**src/rtl/rxr_pkg.sv**
```systemverilog
package rxr_pkg;
  typedef enum logic [2:0] {
    S_IDLE, S_FETCH, S_WAITD, S_FILL, S_ADDR, S_STAT, S_DROP
  } rxr_state_e;

  localparam int OWN_BIT     = 0;
  localparam int LASTD_BIT   = 1;
  localparam int FIRST_BIT   = 14;
  localparam int END_BIT     = 15;
  localparam int DESC_STRIDE = 8;
  localparam int STAT_OFS    = 4;
endpackage

```
**src/rtl/rxr_fcs_hold.sv**
```systemverilog
module rxr_fcs_hold #(
  parameter int HOLD = 4
) (
  input  logic       clk,
  input  logic       rst_n,
  input  logic       take,
  input  logic       last,
  input  logic [7:0] din,
  input  logic       strip,
  output logic       emit,
  output logic [7:0] dout
);
  localparam int CW = $clog2(HOLD + 1);

  logic [7:0]    sh_q [HOLD];
  logic [7:0]    sh_d [HOLD];
  logic [CW-1:0] cnt_q, cnt_d;

  always_comb begin
    sh_d  = sh_q;
    cnt_d = cnt_q;
    if (take) begin
      sh_d[0] = din;
      for (int k = 1; k < HOLD; k++) sh_d[k] = sh_q[k-1];
      if (last)                     cnt_d = '0;
      else if (cnt_q != CW'(HOLD))  cnt_d = cnt_q + CW'(1);
    end
  end

  assign emit = take && (!strip || cnt_q == CW'(HOLD));
  assign dout = strip ? sh_q[HOLD-1] : din;

  always_ff @(posedge clk or negedge rst_n) begin
    if (!rst_n) begin
      cnt_q <= '0;
      for (int k = 0; k < HOLD; k++) sh_q[k] <= '0;
    end else if (take) begin
      cnt_q <= cnt_d;
      sh_q  <= sh_d;
    end
  end

  // a frame end empties the hold line so the next frame's first bytes stay held
  a_r10_hold_restart: assert property (@(posedge clk) disable iff (!rst_n)
    (take && last) |=> (cnt_q == '0));
endmodule

```
**src/rtl/rxr_packer.sv**
```systemverilog
module rxr_packer #(
  parameter int BUF_BYTES = 128
) (
  input  logic                  clk,
  input  logic                  rst_n,
  input  logic                  open,
  input  logic                  emit,
  input  logic [7:0]            byte_in,
  input  logic                  last,
  output logic                  wr,
  output logic [31:0]           wdata,
  output logic [3:0]            be,
  output logic [$clog2(BUF_BYTES)-3:0] word_idx,
  output logic                  full_now
);
  localparam int OFF_W = $clog2(BUF_BYTES);

  logic [OFF_W-1:0] off_q, off_d;
  logic [23:0]      pack_q, pack_d;
  logic [1:0]       fill;
  logic [2:0]       new_cnt;

  assign fill    = off_q[1:0];
  assign new_cnt = {1'b0, fill} + {2'b00, emit};
  assign wr      = (new_cnt == 3'd4) || (last && new_cnt != 3'd0);
  assign word_idx = off_q[OFF_W-1:2];
  assign full_now = emit && (off_q == OFF_W'(BUF_BYTES - 1));

  always_comb begin
    wdata = {8'h00, pack_q};
    if (emit) begin
      case (fill)
        2'd0:    wdata[7:0]   = byte_in;
        2'd1:    wdata[15:8]  = byte_in;
        2'd2:    wdata[23:16] = byte_in;
        default: wdata[31:24] = byte_in;
      endcase
    end
    case (new_cnt)
      3'd1:    be = 4'b0001;
      3'd2:    be = 4'b0011;
      3'd3:    be = 4'b0111;
      3'd4:    be = 4'b1111;
      default: be = 4'b0000;
    endcase
  end

  always_comb begin
    off_d  = off_q;
    pack_d = pack_q;
    if (open) begin
      off_d = '0;
    end else if (emit) begin
      off_d = off_q + OFF_W'(1);
      case (fill)
        2'd0:    pack_d[7:0]   = byte_in;
        2'd1:    pack_d[15:8]  = byte_in;
        2'd2:    pack_d[23:16] = byte_in;
        default: pack_d        = pack_q;
      endcase
    end
  end

  always_ff @(posedge clk or negedge rst_n) begin
    if (!rst_n) begin
      off_q  <= '0;
      pack_q <= '0;
    end else if (open || emit) begin
      off_q  <= off_d;
      pack_q <= pack_d;
    end
  end

  // every data write enables a non-empty run of bytes starting at lane 0
  a_r3_be_contiguous: assert property (@(posedge clk) disable iff (!rst_n)
    wr |-> (be != 4'b0000) && ((be & 4'(be + 4'd1)) == 4'b0000));
  // a buffer closes on its last byte, so the offset restarts from zero afterwards
  a_r4_offset_restart: assert property (@(posedge clk) disable iff (!rst_n)
    open |=> (off_q == '0));
endmodule

```
**src/rtl/rxr_ctrl.sv**
```systemverilog
module rxr_ctrl
  import rxr_pkg::*;
#(
  parameter int AW        = 32,
  parameter int BUF_BYTES = 128,
  parameter int LEN_W     = 12
) (
  input  logic          clk,
  input  logic          rst_n,
  input  logic          rx_en,
  input  logic [AW-1:0] ring_base,
  input  logic          rx_valid,
  input  logic          rx_last,
  output logic          rx_ready,
  output logic          take,
  output logic          fill_active,
  output logic          open,
  input  logic          pk_emit,
  input  logic          pk_wr,
  input  logic [31:0]   pk_wdata,
  input  logic [3:0]    pk_be,
  input  logic [$clog2(BUF_BYTES)-3:0] pk_word,
  input  logic          full_now,
  output logic          mem_req,
  output logic          mem_we,
  output logic [AW-1:0] mem_addr,
  output logic [3:0]    mem_be,
  output logic [31:0]   mem_wdata,
  input  logic [31:0]   mem_rdata,
  input  logic [1:0]    stat_clr,
  output logic          stat_rcomp,
  output logic          stat_bna
);
  localparam int OFF_W = $clog2(BUF_BYTES);

  rxr_state_e     state_q, state_d;
  logic [AW-1:0]  ptr_q, ptr_d;
  logic [31:0]    aw_q, aw_d;
  logic           sof_q, sof_d, eof_q, eof_d;
  logic [LEN_W-1:0] len_q, len_d;
  logic           rcomp_q, bna_q, set_rcomp, set_bna;
  logic [31:0]    stat_word;

  assign fill_active = (state_q == S_FILL);
  assign rx_ready    = fill_active || (state_q == S_DROP);
  assign take        = rx_ready && rx_valid;

  always_comb begin
    stat_word = '0;
    stat_word[LEN_W-1:0] = eof_q ? len_q : '0;
    stat_word[FIRST_BIT] = sof_q;
    stat_word[END_BIT]   = eof_q;
  end

  always_comb begin
    mem_req   = 1'b0;
    mem_we    = 1'b0;
    mem_addr  = ptr_q;
    mem_be    = 4'b1111;
    mem_wdata = '0;
    case (state_q)
      S_FETCH: mem_req = 1'b1;
      S_FILL: begin
        mem_req   = pk_wr;
        mem_we    = pk_wr;
        mem_addr  = {aw_q[AW-1:OFF_W], pk_word, 2'b00};
        mem_be    = pk_be;
        mem_wdata = pk_wdata;
      end
      S_ADDR: begin
        mem_req   = 1'b1;
        mem_we    = 1'b1;
        mem_wdata = aw_q | 32'd1;
      end
      S_STAT: begin
        mem_req   = 1'b1;
        mem_we    = 1'b1;
        mem_addr  = ptr_q + AW'(STAT_OFS);
        mem_wdata = stat_word;
      end
      default: ;
    endcase
  end

  always_comb begin
    state_d   = state_q;
    ptr_d     = ptr_q;
    aw_d      = aw_q;
    sof_d     = sof_q;
    eof_d     = eof_q;
    len_d     = len_q;
    open      = 1'b0;
    set_rcomp = 1'b0;
    set_bna   = 1'b0;
    case (state_q)
      S_IDLE: begin
        if (!rx_en) ptr_d = ring_base;
        else if (rx_valid) begin
          state_d = S_FETCH;
          sof_d   = 1'b1;
          len_d   = '0;
        end
      end
      S_FETCH: state_d = S_WAITD;
      S_WAITD: begin
        if (mem_rdata[OWN_BIT]) begin
          set_bna = 1'b1;
          state_d = S_DROP;
        end else begin
          aw_d    = mem_rdata;
          open    = 1'b1;
          state_d = S_FILL;
        end
      end
      S_FILL: begin
        if (take) begin
          if (pk_emit) len_d = len_q + LEN_W'(1);
          if (rx_last) begin
            eof_d   = 1'b1;
            state_d = S_ADDR;
          end else if (full_now) begin
            eof_d   = 1'b0;
            state_d = S_ADDR;
          end
        end
      end
      S_ADDR: state_d = S_STAT;
      S_STAT: begin
        ptr_d = aw_q[LASTD_BIT] ? ring_base : ptr_q + AW'(DESC_STRIDE);
        sof_d = 1'b0;
        if (eof_q) begin
          set_rcomp = 1'b1;
          state_d   = S_IDLE;
        end else begin
          state_d = S_FETCH;
        end
      end
      S_DROP: if (take && rx_last) state_d = S_IDLE;
      default: state_d = S_IDLE;
    endcase
  end

  always_ff @(posedge clk or negedge rst_n) begin
    if (!rst_n) begin
      state_q <= S_IDLE;
      ptr_q   <= '0;
      aw_q    <= '0;
      sof_q   <= 1'b0;
      eof_q   <= 1'b0;
      len_q   <= '0;
      rcomp_q <= 1'b0;
      bna_q   <= 1'b0;
    end else begin
      state_q <= state_d;
      ptr_q   <= ptr_d;
      aw_q    <= aw_d;
      sof_q   <= sof_d;
      eof_q   <= eof_d;
      len_q   <= len_d;
      rcomp_q <= set_rcomp | (rcomp_q & ~stat_clr[0]);
      bna_q   <= set_bna   | (bna_q   & ~stat_clr[1]);
    end
  end

  assign stat_rcomp = rcomp_q;
  assign stat_bna   = bna_q;

  // filling only begins after the fetched word showed a hardware-owned buffer
  a_r2_owned_before_fill: assert property (@(posedge clk) disable iff (!rst_n)
    (state_q == S_FILL && $past(state_q) == S_WAITD) |-> !$past(mem_rdata[OWN_BIT]));
  // plain step to the next descriptor
  a_r6_step: assert property (@(posedge clk) disable iff (!rst_n)
    ($past(state_q) == S_STAT && !$past(aw_q[LASTD_BIT])) |->
      (ptr_q == $past(ptr_q) + AW'(DESC_STRIDE)));
  // ring end returns to the base
  a_r6_wrap: assert property (@(posedge clk) disable iff (!rst_n)
    ($past(state_q) == S_STAT && $past(aw_q[LASTD_BIT])) |-> (ptr_q == $past(ring_base)));
  // an owned descriptor raises the flag and freezes the pointer
  a_r7_bna_hold: assert property (@(posedge clk) disable iff (!rst_n)
    (state_q == S_WAITD && mem_rdata[OWN_BIT]) |=> (stat_bna && $stable(ptr_q)));
  // closing the last buffer of a frame raises the completion flag
  a_r9_rcomp: assert property (@(posedge clk) disable iff (!rst_n)
    ($past(state_q) == S_STAT && $past(eof_q)) |-> stat_rcomp);
  // a clear with no competing set empties the flag
  a_r11_w1c: assert property (@(posedge clk) disable iff (!rst_n)
    (stat_clr[0] && state_q != S_STAT) |=> !stat_rcomp);
endmodule

```
**src/rtl/rx_ring_writer.sv**
```systemverilog
module rx_ring_writer #(
  parameter int AW        = 32,
  parameter int BUF_BYTES = 128,
  parameter int LEN_W     = 12,
  parameter int FCS_BYTES = 4
) (
  input  logic          clk,
  input  logic          rst_n,
  input  logic          rx_en,
  input  logic          strip_fcs,
  input  logic [AW-1:0] ring_base,
  input  logic          rx_valid,
  input  logic [7:0]    rx_data,
  input  logic          rx_last,
  output logic          rx_ready,
  output logic          mem_req,
  output logic          mem_we,
  output logic [AW-1:0] mem_addr,
  output logic [3:0]    mem_be,
  output logic [31:0]   mem_wdata,
  input  logic [31:0]   mem_rdata,
  input  logic [1:0]    stat_clr,
  output logic          stat_rcomp,
  output logic          stat_bna
);
  localparam int OFF_W = $clog2(BUF_BYTES);

  logic [1:0] rs_q;
  logic       srst_n;
  logic       take, fill_active, open, hold_emit, pk_emit, pk_last;
  logic [7:0] hold_byte;
  logic       pk_wr, full_now;
  logic [31:0] pk_wdata;
  logic [3:0]  pk_be;
  logic [OFF_W-3:0] pk_word;

  always_ff @(posedge clk or negedge rst_n) begin
    if (!rst_n) rs_q <= 2'b00;
    else        rs_q <= {rs_q[0], 1'b1};
  end
  assign srst_n = rs_q[1];

  assign pk_emit = hold_emit & fill_active;
  assign pk_last = take & rx_last & fill_active;

  rxr_fcs_hold #(.HOLD(FCS_BYTES)) u_hold (
    .clk(clk), .rst_n(srst_n), .take(take), .last(rx_last), .din(rx_data),
    .strip(strip_fcs), .emit(hold_emit), .dout(hold_byte)
  );

  rxr_packer #(.BUF_BYTES(BUF_BYTES)) u_pack (
    .clk(clk), .rst_n(srst_n), .open(open), .emit(pk_emit), .byte_in(hold_byte),
    .last(pk_last), .wr(pk_wr), .wdata(pk_wdata), .be(pk_be), .word_idx(pk_word),
    .full_now(full_now)
  );

  rxr_ctrl #(.AW(AW), .BUF_BYTES(BUF_BYTES), .LEN_W(LEN_W)) u_ctrl (
    .clk(clk), .rst_n(srst_n), .rx_en(rx_en), .ring_base(ring_base),
    .rx_valid(rx_valid), .rx_last(rx_last), .rx_ready(rx_ready), .take(take),
    .fill_active(fill_active), .open(open), .pk_emit(pk_emit), .pk_wr(pk_wr),
    .pk_wdata(pk_wdata), .pk_be(pk_be), .pk_word(pk_word), .full_now(full_now),
    .mem_req(mem_req), .mem_we(mem_we), .mem_addr(mem_addr), .mem_be(mem_be),
    .mem_wdata(mem_wdata), .mem_rdata(mem_rdata), .stat_clr(stat_clr),
    .stat_rcomp(stat_rcomp), .stat_bna(stat_bna)
  );

  // nothing moves on the memory port while reset is held inside
  a_r1_quiet_reset: assert property (@(posedge clk)
    !srst_n |-> (!mem_req && !rx_ready));
endmodule

```
**config.mk**
```make
export PLATFORM = sky130hd
export DESIGN_NAME = rx_ring_writer
export DESIGN_NICKNAME = d
export VERILOG_FILES = /design/src/rtl/rxr_pkg.sv /design/src/rtl/rxr_fcs_hold.sv /design/src/rtl/rxr_packer.sv /design/src/rtl/rxr_ctrl.sv /design/src/rtl/rx_ring_writer.sv
export SDC_FILE = /design/constraint.sdc
export NUM_CORES = 1
export LEC_CHECK = 0
export ABC_CLOCK_PERIOD_IN_PS = 11370
export BUFFER_PORTS_ARGS = -buffer_cell sky130_fd_sc_hd__buf_2
export CAP_MARGIN = 20
export CORE_MARGIN = 1
export CORE_UTILIZATION = 61
export CTS_CLUSTER_DIAMETER = 150
export DETAILED_ROUTE_END_ITERATION = 6
export PLACE_DENSITY_LB_ADDON = 0.2
export SETUP_SLACK_MARGIN = 0.15
export SLEW_MARGIN = 20
export SYNTH_ARGS = -nofsm -noshare
export SYNTH_HDL_FRONTEND = slang
export SYNTH_SLANG_ARGS = --single-unit
```
**constraint.sdc**
```tcl
create_clock -name clk -period 11.37 [get_ports clk]
set_clock_uncertainty 0.1 [all_clocks]
set_input_delay 2.274 -clock clk [delete_from_list [all_inputs] [get_ports clk]]
set_output_delay 2.274 -clock clk [all_outputs]
set_load 0.02 [all_outputs]
```
==> flow_summary.toml <==
[global_route]
grt_pass1_vias = 7493
antenna_found_initial = 0
grt_use_total = 0.355
grt_overflow_total = 0
grt_pass1_wl_um = 38900
grt_max_degree = 78

[power]
vdd_ir_drop_max_v = 0.000165
leakage_nw = 4.85
powerDensity_mw_per_mm2 = 266

[clock_network]
clock_path_buffers = 2
cts_tree = "done"
clk_latency_ns = 0.43
clkTransAtPathRegs_ns = 0.07
post_cts_resized = 0
hold_buffers = 0
cts_buffers = 17
clock_sinks = 150
htreeDepth = 4
cts_setup_buffers = 0
cts-root-buf = "clkbuf_16"

[detailed_routing]
drtIter0Drc = 1113
ant_nets = 0
vias = 8339
avgRoutedWirePerCell_um = 18.4
wl_met3_um = 2190
wirelength_met1_um = 10500
firstDrtPassIters = 5
totalWireLength_um = 24700
vias_per_cell = 6.23
top_layer = "met4"
drc = 0
routed-wl-met2_um = 11200

[worst_setup_path]
crit_slowest_cell = "buf_2"
critPathLaunchType = "primary input"
cp_data_arrival_time_ns = 4.89
critPathBufInv = 3
cp_max_fo = 18
path_cells = "buf_2 -> a21bo_2 -> nand3_1 -> inv_2 -> ha_1 -> ha_1 -> nor2_1 -> nand3b_1 -> a21oi_1 -> o22a_1 -> buf_2"
cp_top_family = "buffers and inverters"
end_kind = "primary output"
setup.worst_path.class = "primary input to primary output"
crit_required_ns = 9.00
cpPeakStageDelay_ns = 0.40

[logic_synthesis]
async_reset_ff_frac = 1.00
synth_top_family_by_area = "simple AND/OR/NAND/NOR gates"
syn_inst = 1039
ys_types = 61
synth_top_area_frac = 0.441
synth_nets = 1131
yosys.area_share.xor_xnor = 0.0155
synthMuxAreaShare = 0.0544
synth_edf_count = 0
netlist_top_cells_count = "nand2_1 (333), dfrtp_1 (150), o21ai_0 (92), clkbuf_1 (51), nand3_1 (41)"
synth_most_common_cell = "nand2_1"
yosys.area.top_type = "dfrtp_1"
synth_area_leaders = "dfrtp_1 (44%), nand2_1 (15%), o21ai_0 (5.4%), mux2i_1 (4.1%), nand3_1 (2.4%)"
synthAdderAreaFrac = 0.0177
syn_area_mm2 = 0.00850
synth_compound_area_frac = 0.171
synth_seq_area_share = 0.441
synth_top_flop_cell = "dfrtp_1"
syn_avg_cell_area_um2 = 8.18
ys_seq_elements = 150
ys_warn_count = 0
yosys.area_share.simple = 0.257

[layout]
drive_gt1_frac = 0.186
seq_area_mm2 = 0.00376
multi_input_area_mm2 = 0.00442
synthToLayoutAreaGrowth_pct = 16.5
final_util = 0.739
fillCellCount = 1031
final_nets = 1242
num_antenna_cells = 0

[placed_design]
dp_hpwl_um = 17200
io_buffers = 152
gp_congestion = 1.03

[timing]
max_freq_mhz = 138
min_period_ns = 7.26
rsz0062_at_grt = "false"
report.final.slew_viol_count = 0
max-slew-margin-rel = 0.349
worstMarginPinSlew_ns = 0.977
hold_viol_final = 0
worst_hold_slack_ns = 0.261
setup_tns_ns = 0
final-setup-viol-count = 0
period_share = 0.639

[floorplanning]
die_w_um = 120
rows = 42
initial_core_util = 0.635
die_area_mm2 = 0.0144
core_mm2 = 0.0134
ios = 153
die_y_um = 120

[job]
maxCapViolCount = 0

[outcome]
status = "completed"

[worst_hold_path]
hold_class = "register to register"
path summary, 6_finish.rpt:
kind	startpoint	end	slack (ns)	cells after the start
worst min register to register	rs_q[0]	rs_q[1]	0.26	0
max in group asynchronous	rs_q[1]	u_ctrl.aw_q[21]	9.32	1
worst max-delay path	strip_fcs	mem_req	4.11	11
min in group asynchronous	rs_q[1]	u_ctrl.ptr_q[30]	0.37	0
worst min-delay path	rs_q[0]	rs_q[1]	0.26	0
worst max register to register	u_ctrl.state_q[0]	u_ctrl.ptr_q[2]	8.34	5
kinds of logic (layout without fill, tap and decap cells):
group,count (synthesis),in the layout
simple gates,500,500
fa+ha+maj,12,12
compound gates,227,227
other cells,1,1
flops,150,150
mux,45,45
buf+inv,89,213
xor+xnor,15,15
metrics by stage:
stage	setup WS [ns]	total power, mW	std cells	instance area [um^2]
after floorplan	4.62	1.69	1039	8500
after CTS	4.14	2.62	1339	9890
after global placement	4.24	2.00	1307	9290
after global routing	3.84	2.80	1339	9910
after detailed placement	4.16	2.03	1307	9290
final	4.11	2.64	1339	9910
final cells by class:
class | instances | area share
multi-input combinational | 800 | 0.446
clock buffer | 21 | 0.0475
tap | 176 | 0.0222
inverter | 19 | 0.00720
clock inverter | 11 | 0.0138
sequential | 150 | 0.379
timing repair buffer | 162 | 0.0844
power breakdown:
part	internal, mW	leakage [nW]	switching, mW
Combinational	0.377	2.62	0.686
Clock	0.345	0.297	0.236
Sequential	0.740	1.93	0.252
flip-flops by register name (all words and copies together), names as in the netlist:
name               flops
u_ctrl.eof_q           1
u_pack.off_q           7
u_ctrl.len_q          12
u_hold.sh_q           32
u_ctrl.stat_rcomp      1
u_hold.cnt_q           3
u_ctrl.state_q         3
u_ctrl.aw_q           31
u_pack.pack_q         24
u_ctrl.ptr_q          32
u_ctrl.sof_q           1
u_ctrl.stat_bna        1
rs_q                   2
placed cells by master, fill, tap and decap left out, types with 17 or more instances in the layout:
cell       netlist  layout
buf_2            9     152
mux2i_1         35      35
o211ai_1        22      22
a21oi_1         34      34
nor2_1          33      31
nand4_1         19      19
nand2_1        333     332
inv_1           18      18
o21ai_0         92      92
nand3_1         41      41
clkbuf_16        0      17
dfrtp_1        150     149
o311ai_0        23      23
routing by layer:
metal,vias to the layer above,GRT usage
met3,59,0.0808
met2,452,0.524
li1,3866,-
met4,0,0.150
met1,3962,0.503
met5,-,0
Power figures use the tool's default switching activity.
